===== config.mk =====
export PLATFORM = sky130hd
export DESIGN_NAME = pwm_stage_ctrl
export DESIGN_NICKNAME = d
export VERILOG_FILES = /design/src/rtl/pwm_stage_pkg.sv /design/src/rtl/pwm_prescaler.sv /design/src/rtl/pwm_run_ctrl.sv /design/src/rtl/pwm_ontime_cnt.sv /design/src/rtl/pwm_stage_ctrl.sv
export SDC_FILE = /design/constraint.sdc
export NUM_CORES = 1
export LEC_CHECK = 0
export ABC_AREA = 0
export BUFFER_PORTS_ARGS = -buffer_cell sky130_fd_sc_hd__buf_2
export CORE_ASPECT_RATIO = 1.75
export CORE_MARGIN = 1.5
export CORE_UTILIZATION = 37
export DETAILED_ROUTE_END_ITERATION = 7
export HOLD_SLACK_MARGIN = 0.08
export SYNTH_ARGS = -nofsm -noshare
export SYNTH_HDL_FRONTEND = slang
export SYNTH_SLANG_ARGS = --single-unit

===== constraint.sdc =====
create_clock -name clk -period 3.1 [get_ports clk]
set_input_delay 0.155 -clock clk [delete_from_list [all_inputs] [get_ports clk]]
set_output_delay 0.155 -clock clk [all_outputs]
set_load 0.03 [all_outputs]

===== src/rtl/pwm_stage_pkg.sv =====
package pwm_stage_pkg;

   // Control word layout; bit positions follow the decode used by neighbours
   typedef struct packed {
      logic [1:0] pre_sel;    // 7:6 clock division select
      logic       bal_fm;     // 5   modulate both on-time phases
      logic       ovr_b;      // 4   direct fault override, pair B
      logic       ovr_a;      // 3   direct fault override, pair A
      logic       chain_run;  // 2   follow upstream stage
      logic       full_cyc;   // 1   finish period before halting
      logic       run_req;    // 0   local run
   } stage_ctrl_t;

   function automatic int unsigned div_ratio(input logic [1:0] sel);
      case (sel)
         2'd0:    return 1;
         2'd1:    return 4;
         2'd2:    return 32;
         default: return 256;
      endcase
   endfunction

endpackage


===== src/rtl/pwm_prescaler.sv =====
module pwm_prescaler
   import pwm_stage_pkg::*;
#(
   parameter int unsigned PRE_W = 9
) (
   input  logic       clk,
   input  logic       rst_n,
   input  logic       run_i,
   input  logic [1:0] sel_i,
   output logic       tick_o
);
   localparam int unsigned MAX_DIV = 256;

   generate
      if (PRE_W < $clog2(MAX_DIV)) begin : g_bad_width
         $error("PRE_W too narrow for largest division");
      end
   endgenerate

   logic [PRE_W-1:0] pre_q;
   logic [PRE_W-1:0] limit;

   assign limit  = PRE_W'(div_ratio(sel_i) - 1);
   assign tick_o = run_i && (pre_q == limit);

   always_ff @(posedge clk) begin
      if (!rst_n) begin
         pre_q <= '0;
      end else if (!run_i || tick_o) begin
         pre_q <= '0;
      end else begin
         pre_q <= pre_q + 1'b1;
      end
   end

   // a stopped stage leaves the divider cleared
   p_pre_clear_r3: assert property (@(posedge clk) disable iff (!rst_n)
      !run_i |=> (pre_q == '0));

endmodule


===== src/rtl/pwm_run_ctrl.sv =====
module pwm_run_ctrl (
   input  logic clk,
   input  logic rst_n,
   input  logic run_bit_i,
   input  logic chain_bit_i,
   input  logic full_cyc_i,
   input  logic up_run_i,
   input  logic up_chain_i,
   input  logic root_run_i,
   input  logic cycle_end_i,
   output logic running_o
);
   logic upstream_live;
   logic req;
   logic defer;
   logic running_q;

   assign upstream_live = up_run_i | (up_chain_i & root_run_i);
   // local run bit wins over the chain request
   assign req   = run_bit_i | (chain_bit_i & upstream_live);
   // deferred stop only outside slave mode
   assign defer = full_cyc_i & ~chain_bit_i;

   always_ff @(posedge clk) begin
      if (!rst_n) begin
         running_q <= 1'b0;
      end else if (req) begin
         running_q <= 1'b1;
      end else if (running_q && defer && !cycle_end_i) begin
         running_q <= 1'b1;
      end else begin
         running_q <= 1'b0;
      end
   end

   assign running_o = running_q;

   p_start_r4: assert property (@(posedge clk) disable iff (!rst_n)
      run_bit_i |=> running_q);

   p_stop_now_r6: assert property (@(posedge clk) disable iff (!rst_n)
      (running_q && !req && !defer) |=> !running_q);

   p_hold_r7: assert property (@(posedge clk) disable iff (!rst_n)
      (running_q && !req && defer && !cycle_end_i) |=> running_q);

   p_end_stop_r7: assert property (@(posedge clk) disable iff (!rst_n)
      (running_q && !req && defer && cycle_end_i) |=> !running_q);

endmodule


===== src/rtl/pwm_ontime_cnt.sv =====
module pwm_ontime_cnt #(
   parameter int unsigned CNT_W = 8,
   parameter int unsigned TOP   = 5
) (
   input  logic             clk,
   input  logic             rst_n,
   input  logic             run_i,
   input  logic             tick_i,
   input  logic             bal_i,
   output logic [CNT_W-1:0] cnt_o,
   output logic             cycle_end_o,
   output logic             flank_o
);
   localparam logic [CNT_W-1:0] TOP_V  = CNT_W'(TOP);
   localparam logic [CNT_W-1:0] NEAR_V = CNT_W'(TOP - 1);
   localparam logic [CNT_W-1:0] ONE_V  = CNT_W'(1);

   generate
      if (TOP < 2) begin : g_bad_top
         $error("TOP must be at least 2");
      end
      if (TOP >= (64'd1 << CNT_W)) begin : g_bad_cnt_w
         $error("CNT_W too narrow for TOP");
      end
   endgenerate

   logic [CNT_W-1:0] cnt_q;
   logic             down_q;

   always_ff @(posedge clk) begin
      if (!rst_n || !run_i) begin
         cnt_q  <= '0;
         down_q <= 1'b0;
      end else if (tick_i) begin
         if (!down_q) begin
            if (cnt_q == NEAR_V) begin
               cnt_q  <= TOP_V;
               down_q <= 1'b1;
            end else begin
               cnt_q <= cnt_q + 1'b1;
            end
         end else begin
            if (cnt_q == ONE_V) begin
               cnt_q  <= '0;
               down_q <= 1'b0;
            end else begin
               cnt_q <= cnt_q - 1'b1;
            end
         end
      end
   end

   assign cnt_o       = cnt_q;
   assign cycle_end_o = run_i && tick_i && down_q && (cnt_q == ONE_V);
   assign flank_o     = run_i && (down_q || bal_i);

   p_cnt_range_r9: assert property (@(posedge clk) disable iff (!rst_n)
      cnt_q <= TOP_V);

   p_idle_zero_r9: assert property (@(posedge clk) disable iff (!rst_n)
      !run_i |=> (cnt_q == '0));

   p_end_pulse_r9: assert property (@(posedge clk) disable iff (!rst_n)
      cycle_end_o |=> !cycle_end_o);

endmodule


===== src/rtl/pwm_stage_ctrl.sv =====
module pwm_stage_ctrl
   import pwm_stage_pkg::*;
#(
   parameter int unsigned CNT_W      = 8,
   parameter int unsigned PERIOD_TOP = 5,
   parameter int unsigned PRE_W      = 9
) (
   input  logic             clk,
   input  logic             rst_n,
   input  logic             ctrl_we,
   input  logic [7:0]       ctrl_wdata,
   input  logic             up_run,
   input  logic             up_chain,
   input  logic             root_run,
   output logic             cnt_en,
   output logic             run_active,
   output logic [CNT_W-1:0] ontime_cnt,
   output logic             cycle_end,
   output logic             flank_mod_act,
   output logic             fault_ovr_a,
   output logic             fault_ovr_b
);
   stage_ctrl_t ctrl_q;
   logic        running;
   logic        tick;
   logic        end_pulse;

   always_ff @(posedge clk) begin
      if (!rst_n) begin
         ctrl_q <= '0;
      end else if (ctrl_we) begin
         ctrl_q <= stage_ctrl_t'(ctrl_wdata);
      end
   end

   pwm_run_ctrl i_run (
      .clk         (clk),
      .rst_n       (rst_n),
      .run_bit_i   (ctrl_q.run_req),
      .chain_bit_i (ctrl_q.chain_run),
      .full_cyc_i  (ctrl_q.full_cyc),
      .up_run_i    (up_run),
      .up_chain_i  (up_chain),
      .root_run_i  (root_run),
      .cycle_end_i (end_pulse),
      .running_o   (running)
   );

   pwm_prescaler #(.PRE_W(PRE_W)) i_pre (
      .clk    (clk),
      .rst_n  (rst_n),
      .run_i  (running),
      .sel_i  (ctrl_q.pre_sel),
      .tick_o (tick)
   );

   pwm_ontime_cnt #(.CNT_W(CNT_W), .TOP(PERIOD_TOP)) i_cnt (
      .clk         (clk),
      .rst_n       (rst_n),
      .run_i       (running),
      .tick_i      (tick),
      .bal_i       (ctrl_q.bal_fm),
      .cnt_o       (ontime_cnt),
      .cycle_end_o (end_pulse),
      .flank_o     (flank_mod_act)
   );

   assign cnt_en      = tick;
   assign run_active  = running;
   assign cycle_end   = end_pulse;
   assign fault_ovr_a = ctrl_q.ovr_a;
   assign fault_ovr_b = ctrl_q.ovr_b;

   p_ovr_load_r11: assert property (@(posedge clk) disable iff (!rst_n)
      ctrl_we |=> ((fault_ovr_a == $past(ctrl_wdata[3])) &&
                   (fault_ovr_b == $past(ctrl_wdata[4]))));

   p_en_when_run_r2: assert property (@(posedge clk) disable iff (!rst_n)
      cnt_en |-> run_active);

endmodule


==> flow_metrics.py <==
metrics = {
    "finish": {
        "antenna_cells": 0,
        "finalInstanceArea_sq_um": 1700,
        "drive_gt1_share_pct": 17.9,
        "final_net_count": 221,
        "final_core_util_pct": 43.9,
        "final_cell_mix": "dfxtp_1 (27), buf_2 (27), nor2_1 (20)",
        "area_growth_syn_to_layout_pct": 13.5,
    },
    "clock_tree": {
        "clock_latency_ps": 270,
        "path_clk_slew_ps": 90,
        "cts_hold_buffers": 0,
        "cts_buffer_depth": 2,
        "cts.sinks": 27,
        "cts_tree": "done",
        "cts-htree-levels": 1,
        "numCtsBuffers": 3,
        "cts_root_buffer": "clkbuf_8",
        "postCtsSetupRepairBufs": 0,
        "cts-resized-gates": 0,
    },
    "logic_synthesis": {
        "ys_seq_elements": 27,
        "syn_area_sq_um": 1500,
        "yosys_most_used_dff": "dfxtp_1",
        "synth-async-reset-ratio_pct": 0,
        "synth_edf_count": 0,
        "syn_avg_cell_area_sq_um": 8.31,
        "syn_inst": 180,
        "syn-num-nets": 199,
        "ys_seq_area_share_pct": 36.1,
        "ys_warn_count": 0,
        "synth_cell_types": 41,
    },
    "floorplanning": {
        "die_x_um": 51.1,
        "die_h_um": 87.1,
        "dieArea_sq_um": 4450,
        "coreArea_sq_um": 3870,
        "io_pins": 28,
        "rows": 30,
        "start_util_pct": 38.7,
    },
    "sta": {
        "fin_ws_ps": 381,
        "max_slew.worst_pin.slew_ps": 632,
        "rsz0062_at_grt": "no",
        "post-route-period-util_pct": 87.7,
        "slew_viol_final": 0,
        "hold_violations": 0,
        "maxSlewHeadroom_pct": 57.8,
        "fin_tns_setup_ps": 0,
        "setup_viol": 0,
        "period_needed_ps": 2720,
        "skew_ps": 2.25,
        "timing.fmax_mhz": 368,
    },
    "run": {
        "maxCapViolCount": 0,
    },
    "run_status": {
        "outcome": "complete, no violations",
    },
    "global_route": {
        "grt_pass1_vias": 1264,
        "grt_pass1_wl_mm": 5.71,
        "antenna_found_initial": 0,
        "grt_overflow": 0,
        "grt_usage_pct": 16.7,
        "grt_max_degree": 22,
    },
    "routing": {
        "antenna_left": 0,
        "drt_iter0_drc": 15,
        "routedWlPerCell_um": 13.5,
        "num_vias": 1325,
        "drcViolationCount": 0,
        "drtPass1Iterations": 4,
        "drt_wl_total_mm": 3.36,
        "vias_per_cell": 5.32,
    },
    "critical_path": {
        "crit_arrival_ps": 2560,
        "worst_r2r_path_depth": 7,
        "crit_required_ps": 2940,
        "cp-end-kind": "output port",
        "crit_fanout": 12,
        "reg2reg_slack_ps": 690,
        "path_class": "reg -> out",
        "cp-start-kind": "flip-flop",
        "r2r-start": "ctrl_q[6]$_SDFFE_PN0P_",
        "reg2reg_to": "i_pre.pre_q[7]$_SDFF_PP0_",
    },
    "placement": {
        "placed_area_sq_um": 1650,
        "gp_congestion": 0.763,
        "io_buffers": 27,
        "dp_slack_ps": 670,
        "hpwlAfterDp_mm": 2.56,
    },
    "min_path": {
        "hold_depth": 3,
        "hp-class": "in -> reg",
        "holdPathEnd": "fault_ovr_b$_SDFFE_PN0P_",
        "min-delay-start": "ctrl_wdata[4]",
    },
    "pwr": {
        "p_leak_nw": 0.712,
        "ir_drop_v": 0.000230,
        "power.density_nw_per_um2": 384,
    },
}
metrics by stage:
step	instances	hold slack (ps)	total power, mW
finish	249	140	0.653
CTS	249	134	0.667
global route	249	139	0.684
floorplan	180	324	0.436
detailed placement	245	425	0.462
global placement	245	419	0.460
worst max-delay path, stage by stage (launching register included):
cell	delay [ps]
dfxtp_1	360
or2_2	320
ha_1	210
or3_1	300
a211o_1	310
nor3_2	100
buf_4	200
and2_1	160
and3_1	140
buf_2	190
cells in the mapped netlist (2+ instances only):
master    instances  area [sq um]
or2_2             2          12.5
nand4_1           2          12.5
nor2_1           20          75.1
ha_1              5          62.6
mux2i_1           9          90.1
o21ai_0           7          35.0
nor2b_1           9          56.3
a311oi_1          3          26.3
a21oi_1          10          50.1
and3_1            4          25.0
dfxtp_1          27           541
or3_1             2          12.5
xor2_1            5          43.8
buf_2             3          15.0
inv_1             3          11.3
nor4_1            4          25.0
nor3_2            2          20.0
xnor2_1           7          61.3
and2_1            3          18.8
clkbuf_1          8          30.0
a211oi_1          2          15.0
nand2b_1          4          25.0
o21ai_1           2          10.0
nand3_1           5          25.0
or4_1             2          15.0
o32ai_1           2          17.5
nand2_1          14          52.6
kinds of logic after synthesis:
group	count (synthesis)	share of synthesized area (%)
adder cells (fa/ha/maj)	5	4.18
buffers and inverters	14	3.76
AO/OA/AOI/OAI	36	15.6
multiplexers	9	6.02
AND/OR/NAND/NOR	77	27.3
XOR/XNOR	12	7.02
flip-flops	27	36.1
final cells by class:
class | count | area (sq um)
timing repair buffer | 28 | 143
clock buffer | 4 | 45.0
inverter | 3 | 11.3
multi-input combinational | 139 | 900
sequential | 27 | 541
fill | 425 | 2170
tap | 48 | 60.1
per-layer routing:
layer,global-route usage [%],share of wire [%],vias up
met2,31.1,54,27
li1,-,-,681
met3,1.72,2.6,8
met1,18.1,41,609
met5,0,0,-
met4,7.86,2.1,0
flip-flops by register name, indices dropped and copies added, names as in the netlist:
register,count
fault_ovr_b,1
i_cnt.down_q,1
fault_ovr_a,1
i_cnt.cnt_o,8
i_run.running_o,1
ctrl_q,6
i_pre.pre_q,9
how the worst max path moves through the flow:
stage                                       from                         to  slack [ps]  cells after the start
after floorplan           ctrl_q[6]$_SDFFE_PN0P_                  cycle_end         660                      7
after global placement    ctrl_q[6]$_SDFFE_PN0P_  i_pre.pre_q[7]$_SDFF_PP0_         710                      7
after detailed placement  ctrl_q[6]$_SDFFE_PN0P_  i_pre.pre_q[7]$_SDFF_PP0_         670                      7
after CTS                 ctrl_q[6]$_SDFFE_PN0P_                  cycle_end         370                      9
after global routing      ctrl_q[6]$_SDFFE_PN0P_                  cycle_end         220                      9
final                     ctrl_q[6]$_SDFFE_PN0P_                  cycle_end         380                      9
report_power, final:
| group | internal (mW) | total (mW) | switching (mW) |
|---|---|---|---|
| clock network | 0.0922 | 0.200 | 0.108 |
| logic | 0.0375 | 0.0898 | 0.0523 |
| registers | 0.355 | 0.363 | 0.00788 |
No activity file was read; power rests on OpenSTA's default activity.
